===== src/rtl/srxb_pkg.sv =====
package srxb_pkg;

  localparam int CHAR_W = 8;

  typedef enum logic [2:0] {
    S_IDLE,
    S_START,
    S_DATA,
    S_PAR,
    S_STOP,
    S_FEHOLD,
    S_BRKW
  } srx_state_e;

  // number of data bits for a length code
  function automatic logic [3:0] char_bits(input logic [1:0] len);
    return 4'd5 + {2'b00, len};
  endfunction

  // bits shifted in from the top; move them down to bit 0
  function automatic logic [CHAR_W-1:0] align_char(input logic [CHAR_W-1:0] sh,
                                                   input logic [1:0] len);
    return sh >> (2'd3 - len);
  endfunction

  function automatic logic parity_bad(input logic [CHAR_W-1:0] d, input logic pbit,
                                      input logic odd);
    return ((^d) ^ pbit) != odd;
  endfunction

  function automatic logic all_low(input logic [CHAR_W-1:0] d, input logic pen,
                                   input logic pbit);
    return (d == '0) && !(pen && pbit);
  endfunction

endpackage


===== src/rtl/srxb_tick_timer.sv =====
module srxb_tick_timer #(
  parameter int CW = 4
) (
  input  logic          clk,
  input  logic          rst_n,
  input  logic          tick,
  input  logic          clr,
  output logic [CW-1:0] cnt
);
  always_ff @(posedge clk or negedge rst_n) begin
    if (!rst_n)    cnt <= '0;
    else if (clr)  cnt <= '0;
    else if (tick) cnt <= cnt + 1'b1;
  end
endmodule


===== src/rtl/srxb_shifter.sv =====
module srxb_shifter #(
  parameter int W = 8
) (
  input  logic         clk,
  input  logic         rst_n,
  input  logic         clr,
  input  logic         shift,
  input  logic         din,
  output logic [W-1:0] sh
);
  always_ff @(posedge clk or negedge rst_n) begin
    if (!rst_n)     sh <= '0;
    else if (clr)   sh <= '0;
    else if (shift) sh <= {din, sh[W-1:1]};
  end
endmodule


===== src/rtl/srx_break_rx.sv =====
module srx_break_rx
  import srxb_pkg::*;
#(
  parameter int OSR = 16
) (
  input  logic              clk,
  input  logic              rst_n,
  input  logic              rx_i,
  input  logic              tick_i,
  input  logic              os16_i,
  input  logic [1:0]        len_i,
  input  logic              par_en_i,
  input  logic              par_odd_i,
  input  logic              fifo_full_i,
  output logic              push_o,
  output logic [CHAR_W-1:0] push_data_o,
  output logic              push_perr_o,
  output logic              push_ferr_o,
  output logic              push_brk_o,
  output logic              overrun_o,
  output logic              brk_o
);
  localparam int CW = $clog2(OSR);
  localparam logic [CW-1:0] LIM_BIT   = CW'(OSR - 1);
  localparam logic [CW-1:0] LIM_HALF  = CW'(OSR / 2 - 1);
  localparam logic [CW-1:0] LIM_START = CW'(OSR / 2 - 2);

  srx_state_e st, nxt;
  logic [CW-1:0]     cnt;
  logic [CW-1:0]     lim_bit, lim_half;
  logic [2:0]        nbits;
  logic [CHAR_W-1:0] sh, chr;
  logic              pbit;
  logic              bit_ev, half_ev, start_ev;
  logic              do_shift, do_par, char_done, tmr_clr, enter_data;
  // named events for the checker
  logic              start_rej_w, rearm_w, zero_w;

  assign lim_bit  = os16_i ? LIM_BIT  : '0;
  assign lim_half = os16_i ? LIM_HALF : '0;
  assign bit_ev   = tick_i && (cnt == lim_bit);
  assign half_ev  = tick_i && (cnt == lim_half);
  assign start_ev = tick_i && (cnt == LIM_START);
  assign chr      = align_char(sh, len_i);
  assign zero_w   = all_low(chr, par_en_i, pbit);

  srxb_tick_timer #(.CW(CW)) u_tmr (
    .clk(clk), .rst_n(rst_n), .tick(tick_i), .clr(tmr_clr), .cnt(cnt)
  );

  srxb_shifter #(.W(CHAR_W)) u_sh (
    .clk(clk), .rst_n(rst_n), .clr(enter_data), .shift(do_shift), .din(rx_i), .sh(sh)
  );

  always_comb begin
    nxt         = st;
    do_shift    = 1'b0;
    do_par      = 1'b0;
    char_done   = 1'b0;
    start_rej_w = 1'b0;
    rearm_w     = 1'b0;
    unique case (st)
      S_IDLE:   if (tick_i && !rx_i) nxt = os16_i ? S_START : S_DATA;
      S_START:  if (start_ev) begin
                  start_rej_w = rx_i;
                  nxt = rx_i ? S_IDLE : S_DATA;
                end
      S_DATA:   if (bit_ev) begin
                  do_shift = 1'b1;
                  if ({1'b0, nbits} == char_bits(len_i) - 4'd1)
                    nxt = par_en_i ? S_PAR : S_STOP;
                end
      S_PAR:    if (bit_ev) begin
                  do_par = 1'b1;
                  nxt = S_STOP;
                end
      S_STOP:   if (bit_ev) begin
                  char_done = 1'b1;
                  nxt = rx_i ? S_IDLE : (zero_w ? S_BRKW : S_FEHOLD);
                end
      S_FEHOLD: if (half_ev) nxt = rx_i ? S_IDLE : (os16_i ? S_START : S_DATA);
      S_BRKW:   if (tick_i && rx_i && cnt == lim_half) begin
                  rearm_w = 1'b1;
                  nxt = S_IDLE;
                end
      default:  nxt = S_IDLE;
    endcase
    enter_data = (nxt == S_DATA) && (st != S_DATA);
    tmr_clr    = (nxt != st) || (st == S_DATA && bit_ev) ||
                 (st == S_BRKW && tick_i && !rx_i);
  end

  always_ff @(posedge clk or negedge rst_n) begin
    if (!rst_n) begin
      st    <= S_IDLE;
      nbits <= '0;
      pbit  <= 1'b0;
    end else begin
      st <= nxt;
      if (enter_data) begin
        nbits <= '0;
        pbit  <= 1'b0;
      end else begin
        if (do_shift) nbits <= nbits + 1'b1;
        if (do_par)   pbit  <= rx_i;
      end
    end
  end

  always_ff @(posedge clk or negedge rst_n) begin
    if (!rst_n) begin
      push_o      <= 1'b0;
      overrun_o   <= 1'b0;
      push_data_o <= '0;
      push_perr_o <= 1'b0;
      push_ferr_o <= 1'b0;
      push_brk_o  <= 1'b0;
      brk_o       <= 1'b0;
    end else begin
      push_o    <= 1'b0;
      overrun_o <= 1'b0;
      if (char_done) begin
        if (fifo_full_i) overrun_o <= 1'b1;
        else             push_o    <= 1'b1;
        push_data_o <= chr;
        push_ferr_o <= !rx_i && !zero_w;
        push_brk_o  <= !rx_i && zero_w;
        push_perr_o <= par_en_i && parity_bad(chr, pbit, par_odd_i) && !(!rx_i && zero_w);
        if (!rx_i && zero_w) brk_o <= 1'b1;
      end
      if (rearm_w) brk_o <= 1'b0;
    end
  end
endmodule


===== config.mk =====
export PLATFORM = sky130hd
export DESIGN_NAME = srx_break_rx
export DESIGN_NICKNAME = d
export VERILOG_FILES = /design/src/rtl/srxb_pkg.sv /design/src/rtl/srxb_tick_timer.sv /design/src/rtl/srxb_shifter.sv /design/src/rtl/srx_break_rx.sv
export SDC_FILE = /design/constraint.sdc
export NUM_CORES = 1
export LEC_CHECK = 0
export ABC_AREA = 1
export BUFFER_PORTS_ARGS = -buffer_cell sky130_fd_sc_hd__buf_4
export CAP_MARGIN = 15
export CORE_ASPECT_RATIO = 0.9
export CORE_UTILIZATION = 55
export DETAILED_ROUTE_END_ITERATION = 8
export PLACE_DENSITY = 0.76
export RECOVER_POWER = 50
export SETUP_SLACK_MARGIN = 0.15
export SLEW_MARGIN = 20
export SYNTH_ARGS = -nofsm -noshare
export SYNTH_HDL_FRONTEND = slang
export SYNTH_SLANG_ARGS = --single-unit

===== constraint.sdc =====
create_clock -name clk -period 2.4 [get_ports clk]
set_input_delay 0.24 -clock clk [delete_from_list [all_inputs] [get_ports clk]]
set_output_delay 0.24 -clock clk [all_outputs]
set_load 0.03 [all_outputs]

==> reports/summary.txt <==
========================================================================================
Int Pwr ...................................................................    0.00175 W
Clock latency at the later pin of the worst-skew pair .....................       290 ps
Port Buffers ..............................................................           23
Pin count of the biggest net entering global routing ......................           34
Setup repair after global routing missed its margin .......................         true
Worst setup path start ....................................................   u_sh.sh[5]
Ys async rst share ........................................................         100%
Worst slew margin relative to its limit ...................................        46.3%
Area contributors post-synth .............................................. sky130_fd_sc_hd__dfrtp_1, sky130_fd_sc_hd__nand2_1, sky130_fd_sc_hd__o21ai_0
Cell area after synthesis .................................................  0.00217 mm²
Series of cell instances along the critical path .......................... inv_2, nand2_2, o21ai_2, nor2_1, a31oi_1, ha_2, nand2_2, nor2_4, nand2_2, nand2_2, o21ai_2, nor2_4, nand2_4, nor3_4, buf_6, buf_16, a21oi_2
Worst path top cell family by delay ....................................... simple AND/OR/NAND/NOR gates
Die H .....................................................................      61.6 µm
Placed Instances ..........................................................          343
Proportion of total power due to net switching ............................        42.1%
Placer's final routability congestion estimate ............................        0.887
Number of warnings reported in the yosys synthesis log ....................            0
Total Routing Usage GR ....................................................        23.7%
Number of placed I/O pins .................................................           24
Synthesized net count .....................................................          294
Arrival @ worst endpoint ..................................................      2410 ps
Overall power of the completed layout .....................................    0.00302 W
Core Region ...............................................................  0.00376 mm²
Cell leakage power ........................................................      1.26 nW
Share of power burned in combinational logic ..............................        56.7%
Synth unique cells ........................................................           33
Final net count ...........................................................          329
Switching Power ...........................................................    0.00127 W
Primary flip-flop cell chosen by synthesis mapping ........................ sky130_fd_sc_hd__dfrtp_1
Tightest Pin Transition ...................................................       805 ps
Rows ......................................................................           21
Met2 routing resource usage after global routing ..........................        34.9%
Half-perimeter wire length after placement ................................      3.12 mm
Finish-stage setup viols ..................................................            0
Post-synthesis to final-layout area growth ................................        19.9%
Clock tree from TritonCTS .................................................         done
Fin Clk Skew ..............................................................      15.4 ps
Width of the die ..........................................................      68.2 µm
Max_cap viols .............................................................            0
Post-route clock period utilization .......................................        93.6%
Yosys top cell area share .................................................        38.1%
Clock Tree Root ........................................................... sky130_fd_sc_hd__clkbuf_8
Num Clock Sinks ...........................................................           33
Startpoint of the worst hold path .........................................  fifo_full_i
Post-synthesis sequential area ratio ......................................        38.1%
Result of the run ......................................................... finished clean
Fin cells .................................................................          359
Largest vdd supply drop ...................................................       933 µV
Time the worst path needs with I/O delays and setup .......................      2250 ps
Number of search-and-repair iterations in the first detailed-routing pass .            5
Final slew viol count .....................................................            0
Overflow left after global routing ........................................            0
Worst Setup Path Type ..................................................... flip-flop to flip-flop
First-pass GRT wire length ................................................      7.21 mm
Clock Pin Slew Worst Setup and Hold Paths .................................        70 ps
Startpoint of the lowest-slack register-to-register path ..................   u_sh.sh[5]
Antenna viol nets, final ..................................................            0
CP peak stage delay .......................................................       390 ps
Startpoint class of the critical path .....................................    flip-flop
Share of post-route cells with drive strength above 1 .....................        25.6%
Commonest cells in the synthesized netlist ................................ sky130_fd_sc_hd__nand2_1, sky130_fd_sc_hd__dfrtp_1, sky130_fd_sc_hd__o21ai_0
Clock Power Share .........................................................        15.1%
Detail-routed via count per cell ..........................................         5.25
Die ar. ...................................................................  0.00420 mm²
Fraction of met3 tracks used by global routing ............................        4.44%
Number of buffers added by the clock tree synthesis step ..................            5
Class of the worst hold path .............................................. input pin to flip-flop
Number of levels in the clock H-tree ......................................            2
Fmax ......................................................................    0.445 GHz
M1 GR Usage ...............................................................        34.2%
Final Hold Fails ..........................................................            0
Yosys reg bits ............................................................           33
Vias ......................................................................         1885
Routed wire length ........................................................      4.41 mm
Mean cell area of the mapped netlist ......................................     7.83 µm²
Critical Path End Type ....................................................    flip-flop
Data required time at the worst endpoint ..................................      2570 ps
Most numerous cell in the Yosys netlist ................................... sky130_fd_sc_hd__nand2_1
Maximum buffer depth of the clock tree ....................................            2
Number of enable-type register cells in the synthesized netlist ...........            0
Slowest CP cell ........................................................... sky130_fd_sc_hd__dfrtp_1
Global route hottest layer ................................................         met2
Sequential share of power .................................................        28.3%
Starting Density ..........................................................        57.7%
Diode insertion count for antenna repair ..................................            0
Buffer and inverter count on the worst path ...............................            3
Pwr/cell area .............................................................  1160 mW/mm²
Vias in the first global route ............................................         1615
Most frequent cell on the critical path ................................... sky130_fd_sc_hd__nand2_2
Initial antenna violation count ...........................................            0
Largest fanout on the critical path .......................................            6
Area leader, netlist ...................................................... sky130_fd_sc_hd__dfrtp_1
Post-DR wirelength/cell ...................................................      12.3 µm
Gate count after technology mapping .......................................          277
DRC violation count after routing .........................................            0
Iteration-0 DRC Markers ...................................................          131
========================================================================================
[metal layers]
metal	part of all wire, %	wire length, µm
met5	0	0
met2	46	2010
met3	3.9	170
met4	0.59	26
met1	50	2200
[worst register-to-register path, cell delays in order, from the launching register on]
cell and delay [ps]:
sky130_fd_sc_hd__dfrtp_1 390, sky130_fd_sc_hd__inv_2 70, sky130_fd_sc_hd__nand2_2 50, sky130_fd_sc_hd__o21ai_2 70
sky130_fd_sc_hd__nor2_1 60, sky130_fd_sc_hd__a31oi_1 200, sky130_fd_sc_hd__ha_2 220, sky130_fd_sc_hd__nand2_2 60
sky130_fd_sc_hd__nor2_4 90, sky130_fd_sc_hd__nand2_2 60, sky130_fd_sc_hd__nand2_2 60, sky130_fd_sc_hd__o21ai_2 80
sky130_fd_sc_hd__nor2_4 120, sky130_fd_sc_hd__nand2_4 70, sky130_fd_sc_hd__nor3_4 210, sky130_fd_sc_hd__buf_6 140
sky130_fd_sc_hd__buf_16 120, sky130_fd_sc_hd__a21oi_2 50
[power by group through the flow]
stage                     Clock, W  Combinational, W  Sequential [W]
after floorplan                  0           0.00103        0.000887
after global placement           0           0.00136        0.000853
after detailed placement         0           0.00138        0.000859
after CTS                 0.000467           0.00166        0.000845
after global routing      0.000490           0.00190        0.000875
final                     0.000455           0.00171        0.000854
[through the flow]
stage / utilization (%) / hold slack, ps / instance area, µm² / worst slack [ps] / TNS [ps]
detailed placement: 63.8 / 210 / 2400 / 100 / 0
floorplan: - / -55.6 / 2170 / 338 / 0
finish: 69.2 / 117 / 2600 / 154 / 0
global route: 69.2 / 112 / 2600 / -5.12 / -7.45
global placement: 63.8 / 205 / 2400 / 100 / 0
CTS: 68.8 / 109 / 2580 / 151 / 0
[logic make-up after synthesis]
logic type	synth area share (%)
AND/OR/NAND/NOR	31.9
AO/OA/AOI/OAI	14.8
buffers and inverters	7.15
flip-flops	38.1
XOR/XNOR	4.04
adder cells (fa/ha/maj)	4.04
[sequential cells by signal (all words and copies together) (netlist names)]
| signal | cells |
|---|---|
| nbits | 3 |
| push_ferr_o | 1 |
| u_sh.sh | 8 |
| push_brk_o | 1 |
| u_tmr.cnt | 4 |
| overrun_o | 1 |
| brk_o | 1 |
| push_data_o | 8 |
| pbit | 1 |
| push_o | 1 |
| push_perr_o | 1 |
| st | 3 |
[placed cells by master, fill, tap and decap left out, types with 2 or more instances in the layout]
master / instances
sky130_fd_sc_hd__nand3_1: 16
sky130_fd_sc_hd__buf_6: 2
sky130_fd_sc_hd__xor2_1: 5
sky130_fd_sc_hd__nor3_1: 3
sky130_fd_sc_hd__clkbuf_8: 7
sky130_fd_sc_hd__a21boi_2: 6
sky130_fd_sc_hd__inv_1: 24
sky130_fd_sc_hd__dfrtp_1: 33
sky130_fd_sc_hd__ha_1: 6
sky130_fd_sc_hd__a21oi_1: 4
sky130_fd_sc_hd__a21boi_1: 2
sky130_fd_sc_hd__nor2_1: 21
sky130_fd_sc_hd__nor2_2: 2
sky130_fd_sc_hd__clkbuf_1: 5
sky130_fd_sc_hd__o21ai_2: 4
sky130_fd_sc_hd__nor2_4: 3
sky130_fd_sc_hd__inv_2: 5
sky130_fd_sc_hd__nand2_4: 4
sky130_fd_sc_hd__nand2_1: 70
sky130_fd_sc_hd__nand2_2: 7
sky130_fd_sc_hd__nand3_2: 2
sky130_fd_sc_hd__nor3_4: 2
sky130_fd_sc_hd__o21ai_1: 4
sky130_fd_sc_hd__buf_4: 24
sky130_fd_sc_hd__o21ai_0: 26
sky130_fd_sc_hd__xnor2_1: 5
sky130_fd_sc_hd__a21oi_2: 4
sky130_fd_sc_hd__nand4_1: 5
[area by class of cell]
| type | instances | area, µm² |
|---|---|---|
| Clock inverter | 1 | 5.00 |
| Sequential cell | 33 | 826 |
| Timing Repair Buffer | 35 | 284 |
| Inverter | 29 | 109 |
| Multi-Input combinational cell | 208 | 1220 |
| Tap cell | 46 | 57.6 |
| Fill cell | 314 | 1160 |
| Clock buffer | 7 | 96.3 |
[worst paths after layout]
path | to | slack [ps] | depth (start not counted)
setup / recovery | nbits[2] | 150 | 17
hold / removal | push_o | 120 | 2
setup reg to reg | nbits[2] | 150 | 17
hold reg to reg | push_ferr_o | 480 | 2
max in group asynchronous | nbits[2] | 1290 | 2
min in group asynchronous | push_data_o[7] | 590 | 2
[what timing repair did]
| item | in CTS | in global routing |
|---|---|---|
| resized for setup | 14 | 10 |
| pin swaps | 7 | 9 |
| gates cloned | 1 | 0 |
| hold endpoints to repair | 33 | 0 |
| hold buffers | 1 | 0 |
| endpoints found under the setup margin | 5 | 17 |
| buffers inserted | 4 | 2 |
Note: power is estimated with default switching activity, not from simulation.
